### src/rtl/sdr_pkg.sv
// Shared command and mode types for the burst responder.
// Assumes the four strobes are sampled together on the rising edge.
package sdr_pkg;

    typedef enum logic [2:0] {
        CMD_NOP,
        CMD_MODE,
        CMD_ACT,
        CMD_READ,
        CMD_WRITE
    } cmd_e;

    typedef struct packed {
        logic [2:0] len_code;
        logic       interleave;
        logic       lat3;
    } mode_t;

    localparam logic [2:0] LEN_PAGE   = 3'd7;
    localparam mode_t      MODE_RESET = '{len_code: 3'd0, interleave: 1'b0, lat3: 1'b0};

    // Map the strobe pattern {cs,ras,cas,we} to a command; unlisted patterns idle.
    function automatic cmd_e decode_pins(input logic cs_n, input logic ras_n,
                                         input logic cas_n, input logic we_n);
        case ({cs_n, ras_n, cas_n, we_n})
            4'b0000: return CMD_MODE;
            4'b0011: return CMD_ACT;
            4'b0101: return CMD_READ;
            4'b0100: return CMD_WRITE;
            default: return CMD_NOP;
        endcase
    endfunction

endpackage

### src/rtl/sdr_cmd_decode.sv
// Command decoder and mode register.
// Decodes the strobes every cycle; a mode-load command copies the length,
// order and latency fields from the address bus. Assumes a 7-bit field.
module sdr_cmd_decode
    import sdr_pkg::*;
#(
    parameter int MODE_W = 7
) (
    input  logic              clk,
    input  logic              rst_n,
    input  logic              cs_n,
    input  logic              ras_n,
    input  logic              cas_n,
    input  logic              we_n,
    input  logic [MODE_W-1:0] mode_bus,
    output cmd_e              cmd,
    output mode_t             mode
);

    // Combinational command decode.
    assign cmd = decode_pins(cs_n, ras_n, cas_n, we_n);

    // Mode register: reset to defaults, reload on a mode command.
    always_ff @(posedge clk) begin
        if (!rst_n) begin
            mode <= MODE_RESET;
        end else if (cmd == CMD_MODE) begin
            mode.len_code   <= mode_bus[2:0];
            mode.interleave <= mode_bus[3];
            mode.lat3       <= (mode_bus[6:4] == 3'd3);
        end
    end

endmodule

### src/rtl/sdr_open_rows.sv
// Per-bank open-row table.
// Each bank holds a valid flag and a row number; an activate to a bank
// overwrites its row. Assumes at least two banks.
module sdr_open_rows #(
    parameter int NUM_BANKS = 2,
    parameter int ROW_BITS  = 2,
    localparam int BANK_W   = $clog2(NUM_BANKS)
) (
    input  logic                               clk,
    input  logic                               rst_n,
    input  logic                               act,
    input  logic [BANK_W-1:0]                  act_bank,
    input  logic [ROW_BITS-1:0]                act_row,
    output logic [NUM_BANKS-1:0]               open_vec,
    output logic [NUM_BANKS-1:0][ROW_BITS-1:0] row_tab
);

    for (genvar g = 0; g < NUM_BANKS; g++) begin : g_bank
        logic                open_q;
        logic [ROW_BITS-1:0] row_q;

        // Track this bank's open row.
        always_ff @(posedge clk) begin
            if (!rst_n) begin
                open_q <= 1'b0;
                row_q  <= '0;
            end else if (act && (act_bank == BANK_W'(g))) begin
                open_q <= 1'b1;
                row_q  <= act_row;
            end
        end

        assign open_vec[g] = open_q;
        assign row_tab[g]  = row_q;
    end

endmodule

### src/rtl/sdr_burst_seq.sv
// Burst column sequencer.
// Loads a start column and the mode on a read/write, then steps one word
// per clock in linear or XOR order inside a length-aligned block. A
// whole-row burst never ends by itself. A halt stops any burst.
module sdr_burst_seq
    import sdr_pkg::*;
#(
    parameter int COL_BITS = 3
) (
    input  logic                clk,
    input  logic                rst_n,
    input  logic                start,
    input  logic                start_wr,
    input  logic [COL_BITS-1:0] start_col,
    input  mode_t               mode,
    input  logic                halt,
    output logic                active,
    output logic                is_wr,
    output logic [COL_BITS-1:0] col
);

    logic [COL_BITS-1:0] base_q;
    logic [COL_BITS-1:0] cnt_q;
    logic [COL_BITS-1:0] mask_q;
    logic                page_q;
    logic                ilv_q;
    logic [COL_BITS-1:0] off;

    // Column mask (length minus one) for a length code.
    function automatic logic [COL_BITS-1:0] len_mask(input logic [2:0] code);
        case (code)
            3'd1:     return COL_BITS'(1);
            3'd2:     return COL_BITS'(3);
            3'd3:     return COL_BITS'(7);
            LEN_PAGE: return '1;
            default:  return '0;
        endcase
    endfunction

    // Burst state: load, halt or advance one word.
    always_ff @(posedge clk) begin
        if (!rst_n) begin
            active <= 1'b0;
            is_wr  <= 1'b0;
            base_q <= '0;
            cnt_q  <= '0;
            mask_q <= '0;
            page_q <= 1'b0;
            ilv_q  <= 1'b0;
        end else if (start) begin
            active <= 1'b1;
            is_wr  <= start_wr;
            base_q <= start_col;
            cnt_q  <= '0;
            mask_q <= len_mask(mode.len_code);
            page_q <= (mode.len_code == LEN_PAGE);
            ilv_q  <= mode.interleave && (mode.len_code != LEN_PAGE);
        end else if (halt) begin
            active <= 1'b0;
        end else if (active) begin
            cnt_q <= cnt_q + 1'b1;
            if (!page_q && (cnt_q == mask_q)) begin
                active <= 1'b0;
            end
        end
    end

    // Current column: high bits fixed, low bits stepped within the block.
    always_comb begin
        off = ilv_q ? (base_q ^ cnt_q) : (base_q + cnt_q);
        col = (base_q & ~mask_q) | (off & mask_q);
    end

endmodule

### src/rtl/sdr_read_pipe.sv
// Read latency pipeline.
// Delays each read word through a shift chain and taps it at the
// programmed latency (two or three edges after the command edge).
module sdr_read_pipe #(
    parameter int DATA_W  = 8,
    parameter int MAX_LAT = 3
) (
    input  logic              clk,
    input  logic              rst_n,
    input  logic              in_valid,
    input  logic [DATA_W-1:0] in_data,
    input  logic              lat3,
    output logic              out_valid,
    output logic [DATA_W-1:0] out_data
);

    logic [MAX_LAT-1:0] vq;
    logic [DATA_W-1:0]  dq [MAX_LAT];

    // Valid chain, cleared by reset.
    always_ff @(posedge clk) begin
        if (!rst_n) vq <= '0;
        else        vq <= {vq[MAX_LAT-2:0], in_valid};
    end

    // Data chain, first stage.
    always_ff @(posedge clk) dq[0] <= in_data;

    for (genvar s = 1; s < MAX_LAT; s++) begin : g_stage
        // Data chain, later stages.
        always_ff @(posedge clk) dq[s] <= dq[s-1];
    end

    assign out_valid = lat3 ? vq[MAX_LAT-1] : vq[MAX_LAT-2];
    assign out_data  = lat3 ? dq[MAX_LAT-1] : dq[MAX_LAT-2];

endmodule

### src/rtl/sdr_burst_responder.sv
// Synchronous burst memory responder (top).
// Decodes commands, keeps an open row per bank and serves read/write
// bursts from a word array indexed {bank,row,column}. Assumes the address
// bus is at least 7 bits wide and wide enough for a row and a column.
module sdr_burst_responder
    import sdr_pkg::*;
#(
    parameter int NUM_BANKS = 2,
    parameter int ROW_BITS  = 2,
    parameter int COL_BITS  = 3,
    parameter int DATA_W    = 8,
    parameter int ADDR_W    = 7
) (
    input  logic                         clk,
    input  logic                         rst_n,
    input  logic                         cs_n,
    input  logic                         ras_n,
    input  logic                         cas_n,
    input  logic                         we_n,
    input  logic [$clog2(NUM_BANKS)-1:0] ba,
    input  logic [ADDR_W-1:0]            addr,
    input  logic [DATA_W-1:0]            wdata,
    output logic [DATA_W-1:0]            rdata,
    output logic                         rvalid,
    output logic                         cmd_err
);

    localparam int BANK_W = $clog2(NUM_BANKS);
    localparam int IDX_W  = BANK_W + ROW_BITS + COL_BITS;
    localparam int DEPTH  = 1 << IDX_W;

    cmd_e                               cmd;
    mode_t                              mode;
    logic [NUM_BANKS-1:0]               open_vec;
    logic [NUM_BANKS-1:0][ROW_BITS-1:0] row_tab;
    logic                               rw_cmd, rw_go, halt;
    logic                               active, is_wr;
    logic [COL_BITS-1:0]                col;
    logic [BANK_W-1:0]                  bst_bank;
    logic [ROW_BITS-1:0]                bst_row;
    logic [IDX_W-1:0]                   idx;
    logic [DATA_W-1:0]                  mem [DEPTH];

    sdr_cmd_decode #(.MODE_W(ADDR_W)) u_dec (
        .clk(clk), .rst_n(rst_n), .cs_n(cs_n), .ras_n(ras_n),
        .cas_n(cas_n), .we_n(we_n), .mode_bus(addr), .cmd(cmd), .mode(mode)
    );

    sdr_open_rows #(.NUM_BANKS(NUM_BANKS), .ROW_BITS(ROW_BITS)) u_rows (
        .clk(clk), .rst_n(rst_n), .act(cmd == CMD_ACT), .act_bank(ba),
        .act_row(addr[ROW_BITS-1:0]), .open_vec(open_vec), .row_tab(row_tab)
    );

    // Accept a read/write only when its bank has an open row.
    assign rw_cmd = (cmd == CMD_READ) || (cmd == CMD_WRITE);
    assign rw_go  = rw_cmd && open_vec[ba];
    assign halt   = (cmd == CMD_MODE) || (cmd == CMD_ACT);

    sdr_burst_seq #(.COL_BITS(COL_BITS)) u_seq (
        .clk(clk), .rst_n(rst_n), .start(rw_go), .start_wr(cmd == CMD_WRITE),
        .start_col(addr[COL_BITS-1:0]), .mode(mode), .halt(halt),
        .active(active), .is_wr(is_wr), .col(col)
    );

    // Latch the bank and row that the burst works on.
    always_ff @(posedge clk) begin
        if (!rst_n) begin
            bst_bank <= '0;
            bst_row  <= '0;
        end else if (rw_go) begin
            bst_bank <= ba;
            bst_row  <= row_tab[ba];
        end
    end

    // Flag a read/write to a bank with no open row.
    always_ff @(posedge clk) begin
        if (!rst_n) cmd_err <= 1'b0;
        else        cmd_err <= rw_cmd && !open_vec[ba];
    end

    assign idx = {bst_bank, bst_row, col};

    // Store one write-burst word per clock.
    always_ff @(posedge clk) begin
        if (active && is_wr) mem[idx] <= wdata;
    end

    sdr_read_pipe #(.DATA_W(DATA_W), .MAX_LAT(3)) u_pipe (
        .clk(clk), .rst_n(rst_n), .in_valid(active && !is_wr),
        .in_data(mem[idx]), .lat3(mode.lat3),
        .out_valid(rvalid), .out_data(rdata)
    );

endmodule

### config.mk
export PLATFORM = sky130hd
export DESIGN_NAME = sdr_burst_responder
export DESIGN_NICKNAME = d
export VERILOG_FILES = /design/src/rtl/sdr_pkg.sv /design/src/rtl/sdr_cmd_decode.sv /design/src/rtl/sdr_open_rows.sv /design/src/rtl/sdr_burst_seq.sv /design/src/rtl/sdr_read_pipe.sv /design/src/rtl/sdr_burst_responder.sv
export SDC_FILE = /design/constraint.sdc
export NUM_CORES = 1
export LEC_CHECK = 0
export ABC_AREA = 1
export BUFFER_PORTS_ARGS = -buffer_cell sky130_fd_sc_hd__buf_2
export CAP_MARGIN = 5
export CORE_MARGIN = 5
export CORE_UTILIZATION = 70
export CTS_BUF_LIST = sky130_fd_sc_hd__clkbuf_8
export DETAILED_ROUTE_END_ITERATION = 10
export GPL_TIMING_DRIVEN = 0
export PLACE_DENSITY = 0.87
export SLEW_MARGIN = 20
export SYNTH_ARGS = -nofsm -noshare
export SYNTH_HDL_FRONTEND = slang
export SYNTH_SLANG_ARGS = --single-unit
### constraint.sdc
create_clock -name clk -period 7.1 [get_ports clk]
set_input_delay 0.71 -clock clk [delete_from_list [all_inputs] [get_ports clk]]
set_output_delay 0.71 -clock clk [all_outputs]
set_load 0.005 [all_outputs]
==> impl_metrics.ini, run 1 <==
[synth]
syn_area_per_cell_sq_um = 9.97
syn_nets = 2410
ys_seq_area_share_pct = 69.3
synthCells = 2384
netlist_area_sq_um = 23800
synth_flop_cell = edfxtp_1
synth-edff-count = 512
yosys_register_bits = 567
synth.distinct_cells = 31
synthArstFlopShare_pct = 0
yosysWarnings = 0

[final_layout]
utilization_pct = 77.8
antennaDiodeCount = 0
layout-drive-gt1-share_pct = 10.4
finalNonFillerCells = 3016
nNetsFinal = 2528
layout.cells.most_common_list = 1488 x nand2_1, 512 x edfxtp_1, 101 x buf_2, 93 x nor2_1, 88 x clkbuf_8
final_common_cell = nand2_1
finalInstanceArea_sq_um = 26100
area_delta_synth_final_pct = 9.70

[global_routing]
grt_antenna_before_repair = 1
grt_usage_pct = 32.2
grt_pass1_vias = 16800
grt_pass1_wl_mm = 92.6
grt_overflow_total = 0
grt_max_degree = 65

[critical_path]
rr_endpoint = mem[12][4]
path_cells = ha_1 > inv_1 > fa_1 > inv_1 > nand2_1 > nand2_1 > nand2_1 > nand2_1 > buf_2 > buf_2 > nor2_2 > nand2_2 > nor2_1
r2r-start = u_seq.cnt_q[0]
max_stage_delay_ns = 0.82
cpMostUsedCell = nand2_1
startpoint_type = register
reg2regPathDepth = 13
startpoint = u_seq.cnt_q[0]
crit_end = mem[12][4]
cp_num_cells = 13
reg2reg_slack_ns = 3.30
cp_data_arrival_time_ns = 4.06
cpLargestDelayFamily = simple AND/OR/NAND/NOR gates
crit_buf_inv = 4
worstPathRequired_ns = 7.36
crit_path_end_kind = register
cp_slowest_cell = nor2_1
criticalPathCategory = reg2reg
path_max_fanout = 10

[floorplanning]
die_h_um = 194
die_x_um = 194
coreArea_sq_um = 33500
rows = 67
initial_core_util_pct = 70.9
dieArea_sq_um = 37700
ioPinCount = 32

[worst_hold_path]
hp-class = reg2reg

[clocking]
path_clk_slew_ns = 0.07
cts_tree = yes
cts_sinks = 567
htree_levels = 3
clock-root-buffer = clkbuf_8
insertion_delay_ns = 0.65
cts_resized = 0
hold_buffers = 0
cts_setup_buffers = 0
cts_buffers = 86
clk_path_buf_depth = 3

[placed_design]
dp_cells = 2862
post_dp_cell_area_sq_um = 24500
gp_congestion = 0.987
port_buffers = 30
hpwl_mm = 37.4

[detailed_routing]
vias_per_cell = 5.77
drt_iter0_drc = 2244
ant_nets = 0
routed_wl_mm = 60.8
routedWlPerCell_um = 20.2
drc = 0
vias = 17400
dr.pass1.iters = 10

[timing]
slew_viol_final = 0
min_period_over_period_pct = 53.5
finalSetupTns_ns = 0
hold_viol_final = 0
whs_ns = 0.331
final-setup-viol-count = 0
worst_slew_pin_slew_ns = 0.935
slew_headroom_pct = 37.4
skew_ns = 0.0172
finalCriticalPeriod_ns = 3.80
max_freq_mhz = 263
rsz0062_at_grt = false

[power_and_ir_drop]
ir_drop_v = 0.000200
cellPowerDensity_nw_per_um2 = 240
leakage_nw = 11.0

[job]
cap_viol_max_count = 0

[outcome]
outcome = complete, no violations
## routing by layer
metal / routed length (um) / share of wire [%] / up-vias / track usage [%]
li1: - / - / 7961 / -
met1: 22500 / 37 / 7987 / 44.1
met2: 27500 / 45 / 1235 / 49.9
met5: 0 / 0 / - / 0
met3: 7950 / 13 / 224 / 7.80
met4: 2890 / 4.7 / 0 / 14.1
## through the flow
step | power [mW] | worst slack, ns
4_1_cts | 6.26 | 3.39
3_3_place_gp | 3.82 | 3.51
6_report | 6.26 | 3.30
2_1_floorplan | 3.75 | 4.50
3_5_place_dp | 3.83 | 3.48
5_1_grt | 6.44 | 3.19
## flip-flops by register name (all words and copies together) (netlist names)
| name | count |
|---|---|
| bst_bank | 1 |
| bst_row | 2 |
| cmd_err | 1 |
| mem | 512 |
| u_dec.mode | 5 |
| u_pipe.dq | 24 |
| u_pipe.vq | 3 |
| u_rows.g_bank.open_q | 2 |
| u_rows.g_bank.row_q | 4 |
| u_seq.active | 1 |
| u_seq.base_q | 3 |
| u_seq.cnt_q | 3 |
| u_seq.ilv_q | 1 |
| u_seq.is_wr | 1 |
| u_seq.mask_q | 3 |
| u_seq.page_q | 1 |
## worst min path at each step
stage | startpoint | endpoint | slack [ns] | depth (start not counted)
after floorplan | u_pipe.dq[0][2] | u_pipe.dq[0][10] | 0.31 | 0
after global placement | u_pipe.dq[0][2] | u_pipe.dq[0][10] | 0.31 | 0
after detailed placement | u_pipe.dq[0][4] | u_pipe.dq[0][12] | 0.31 | 0
after CTS | we_n | u_seq.is_wr | 0.31 | 2
after global routing | addr[2] | u_dec.mode[4] | 0.33 | 3
final | u_pipe.dq[0][5] | u_pipe.dq[0][13] | 0.33 | 0
## logic make-up after synthesis
family / after synthesis / synth area share, %
compound gates: 45 / 1.01
xor+xnor: 1 / 0.0369
fa+ha+maj: 4 / 0.242
buf+inv: 141 / 2.96
flops: 567 / 69.3
mux: 9 / 0.426
simple gates: 1617 / 26.0
## final cells by class
type / instances / area, sq um
flip-flops and latches: 567 / 16500
fillers: 2040 / 7460
multi-input cells: 1676 / 6590
clock buffers: 88 / 1210
plain buffers: 104 / 564
well taps: 448 / 561
clock inverters: 66 / 364
repair buffers: 30 / 170
inverters: 37 / 139
## synth_stat cells (2+ instances only)
| cell type | instances | area share (%) |
|---|---|---|
| nand2_1 | 1488 | 23 |
| inv_2 | 3 | 0.047 |
| o21ai_0 | 15 | 0.32 |
| buf_2 | 79 | 1.7 |
| nand3_1 | 8 | 0.17 |
| a21oi_1 | 19 | 0.40 |
| clkinv_1 | 3 | 0.047 |
| edfxtp_1 | 512 | 65 |
| nor3_1 | 3 | 0.063 |
| nor2_2 | 4 | 0.11 |
| clkbuf_1 | 10 | 0.16 |
| buf_4 | 6 | 0.19 |
| nand2_2 | 9 | 0.24 |
| buf_6 | 7 | 0.33 |
| inv_1 | 31 | 0.49 |
| buf_1 | 2 | 0.032 |
| nor3_2 | 8 | 0.34 |
| dfxtp_1 | 55 | 4.6 |
| ha_1 | 3 | 0.16 |
| o21ai_1 | 2 | 0.042 |
| mux2_2 | 9 | 0.43 |
| o22ai_1 | 7 | 0.18 |
| nor2_1 | 93 | 1.5 |
## report_power, final
part	total, mW	switching [mW]	internal [mW]
sequential	3.64	0.00201	3.64
combinational	0.119	0.0975	0.0219
clock	2.50	1.23	1.26
(Power assumes the default switching activity.)
==> inputs of run 2 (changes only) <==
--- a/config.mk
+++ b/config.mk
@@ -9,11 +9,11 @@
 export BUFFER_PORTS_ARGS = -buffer_cell sky130_fd_sc_hd__buf_2
 export CAP_MARGIN = 5
 export CORE_MARGIN = 5
-export CORE_UTILIZATION = 70
+export CORE_UTILIZATION = 65
 export CTS_BUF_LIST = sky130_fd_sc_hd__clkbuf_8
 export DETAILED_ROUTE_END_ITERATION = 10
 export GPL_TIMING_DRIVEN = 0
-export PLACE_DENSITY = 0.87
+export PLACE_DENSITY = 0.82
 export SLEW_MARGIN = 20
 export SYNTH_ARGS = -nofsm -noshare
 export SYNTH_HDL_FRONTEND = slang
==> constraint.sdc (replaced) <==
create_clock -name clk -period 3.7 [get_ports clk]
set_input_delay 0.37 -clock clk [delete_from_list [all_inputs] [get_ports clk]]
set_output_delay 0.37 -clock clk [all_outputs]
set_load 0.005 [all_outputs]
==> run 2 against run 1 <==
  * The flow now finishes with violations (setup timing)
  * Critical path depth did not move
  * First-iteration DRC count rose by 1.7%
  * Flip-flop and latch count did not move
  * Critical path type unchanged
  * Critical endpoint is now mem[12][1]
  * Largest power group unchanged
==> impl_metrics.ini, run 2 (synthesis gave the netlist of run 1 again) <==
[timing]
slew_viol_final = 0
fin_ws_ns = -0.0734
rsz0062_at_grt = true
skew_ns = 0.0299
finalCriticalPeriod_ns = 3.77
max_freq_mhz = 265
worst_slew_pin_slew_ns = 0.958
finalSetupTns_ns = -0.852
min_period_over_period_pct = 102
hold_viol_final = 0
final-setup-viol-count = 24
slew_headroom_pct = 35.8

[placed_design]
hpwl_mm = 38.0
pre_cts_ws_ns = -0.0351
port_buffers = 30
post_dp_cell_area_sq_um = 24500
dp_cells = 2882
gp_congestion = 0.930

[global_routing]
grt_usage_pct = 29.6
grt_antenna_before_repair = 0
grt_max_degree = 65
grt_pass1_wl_mm = 92.2
grt_overflow_total = 0
grt_pass1_vias = 16500

[worst_hold_path]
min_from = addr[6]
hp-class = in2reg
whs_path_depth = 3
whs_endpoint = u_dec.mode[0]

[outcome]
outcome = finished, violations left
violations = setup timing

[critical_path]
reg2reg_slack_ns = -0.07
startpoint_type = register
reg2regPathDepth = 13
worstPathRequired_ns = 3.94
path_max_fanout = 10
rr_endpoint = mem[12][1]
r2r-start = u_seq.cnt_q[0]
cp_data_arrival_time_ns = 4.02
criticalPathCategory = reg2reg
crit_path_end_kind = register

[final_layout]
regMostFlops = mem
top_regs = mem (512), u_pipe.dq (24), u_dec.mode (5)
area_delta_synth_final_pct = 10.6
layout-drive-gt1-share_pct = 11.6
largest_reg_flops = 512
antennaDiodeCount = 0
finalInstanceArea_sq_um = 26300
layout.cells.most_common_list = 1488 x nand2_1, 512 x edfxtp_1, 101 x buf_2, 97 x clkbuf_8, 65 x nor2_1
final_common_cell = nand2_1
nNetsFinal = 2532
finalNonFillerCells = 3047

[clocking]
insertion_delay_ns = 0.64
htree_levels = 3
clock-root-buffer = clkbuf_8
cts_tree = yes
clk_path_buf_depth = 3
cts_sinks = 567
path_clk_slew_ns = 0.06
cts_setup_buffers = 0
cts_buffers = 88

[detailed_routing]
drt_iter0_drc = 2283
vias_per_cell = 5.62
dr.pass1.iters = 6
ant_nets = 0
drc = 0
routedWlPerCell_um = 19.8
vias = 17100
routed_wl_mm = 60.5

[floorplanning]
die_x_um = 201
ioPinCount = 32
die_h_um = 201
rows = 70
coreArea_sq_um = 36300
initial_core_util_pct = 65.4
dieArea_sq_um = 40500

[power_and_ir_drop]
leakage_nw = 11.1
ir_drop_v = 0.000269
totalPowerFinal_mw = 12.2
cellPowerDensity_nw_per_um2 = 463

[job]
cap_viol_max_count = 0
[run 2: cell types whose count changed in the layout (fill, tap and decap cells not counted)]
cell / delta
nor2_1: -28
clkinv_2: -1
nor2_2: +28
bufinv_16: -1
clkinv_1: -2
dlygate4sd3_1: +2
clkbuf_8: +9
clkinvlp_4: -1
inv_1: +6
inv_6: -1
[run 2: worst max-delay path by stage]
| stage | from | to | slack, ns |
|---|---|---|---|
| final | u_seq.cnt_q[0] | mem[12][1] | -0.07 |
| after global placement | u_seq.cnt_q[0] | mem[60][1] | 0.05 |
| after global routing | u_seq.cnt_q[0] | mem[12][2] | -0.19 |
| after detailed placement | u_seq.cnt_q[0] | mem[60][5] | -0.04 |
| after floorplan | u_seq.cnt_q[0] | mem[0][0] | 1.10 |
| after CTS | u_seq.cnt_q[0] | mem[13][1] | 0.004 |
[run 2: power by group]
group          internal [mW]  switching (mW)  total [mW]
logic                 0.0435           0.187       0.231
clock network           2.55            2.41        4.96
registers               6.98         0.00331        6.99
[run 2: layout make-up]
cell class / count / area (sq um)
plain buffers: 104 / 564
clock buffers: 97 / 1340
clock inverters: 66 / 328
fillers: 2482 / 10100
inverters: 37 / 139
multi-input cells: 1676 / 6660
flip-flops and latches: 567 / 16500
well taps: 468 / 586
repair buffers: 32 / 190
[run 2: layer usage]
| layer | GRT usage (%) | vias to the layer above | wire length, um |
|---|---|---|---|
| met5 | 0 | - | 0 |
| met4 | 12.5 | 0 | 2470 |
| met3 | 7.93 | 177 | 7130 |
| met2 | 46.0 | 1016 | 27500 |
| met1 | 40.4 | 7950 | 23400 |
| li1 | - | 7981 | - |
[run 2: per-stage QoR]
step,util [%],hold WS (ns)
4_1_cts,72.1,0.00223
6_report,72.3,0.0288
3_3_place_gp,67.4,0.312
3_5_place_dp,67.5,0.313
2_1_floorplan,-,0.310
5_1_grt,72.3,0.0353
[run 2: repair_timing]
item / in CTS / in global routing
gates resized for setup: 3 / 25
hold endpoints to repair: 2 / 0
pin swaps: 0 / 0
hold buffers: 2 / 0
setup endpoints to repair: 15 / 225
[run 2: worst max-delay path, cell delays in order, from the launching register on]
cell,delay (ns)
dfxtp_1,0.38
ha_1,0.16
inv_1,0.05
fa_1,0.47
inv_1,0.04
nand2_1,0.07
nand2_1,0.05
nand2_1,0.05
nand2_1,0.25
buf_2,0.36
buf_2,0.25
nor2_2,0.19
nand2_2,0.31
nor2_1,0.74
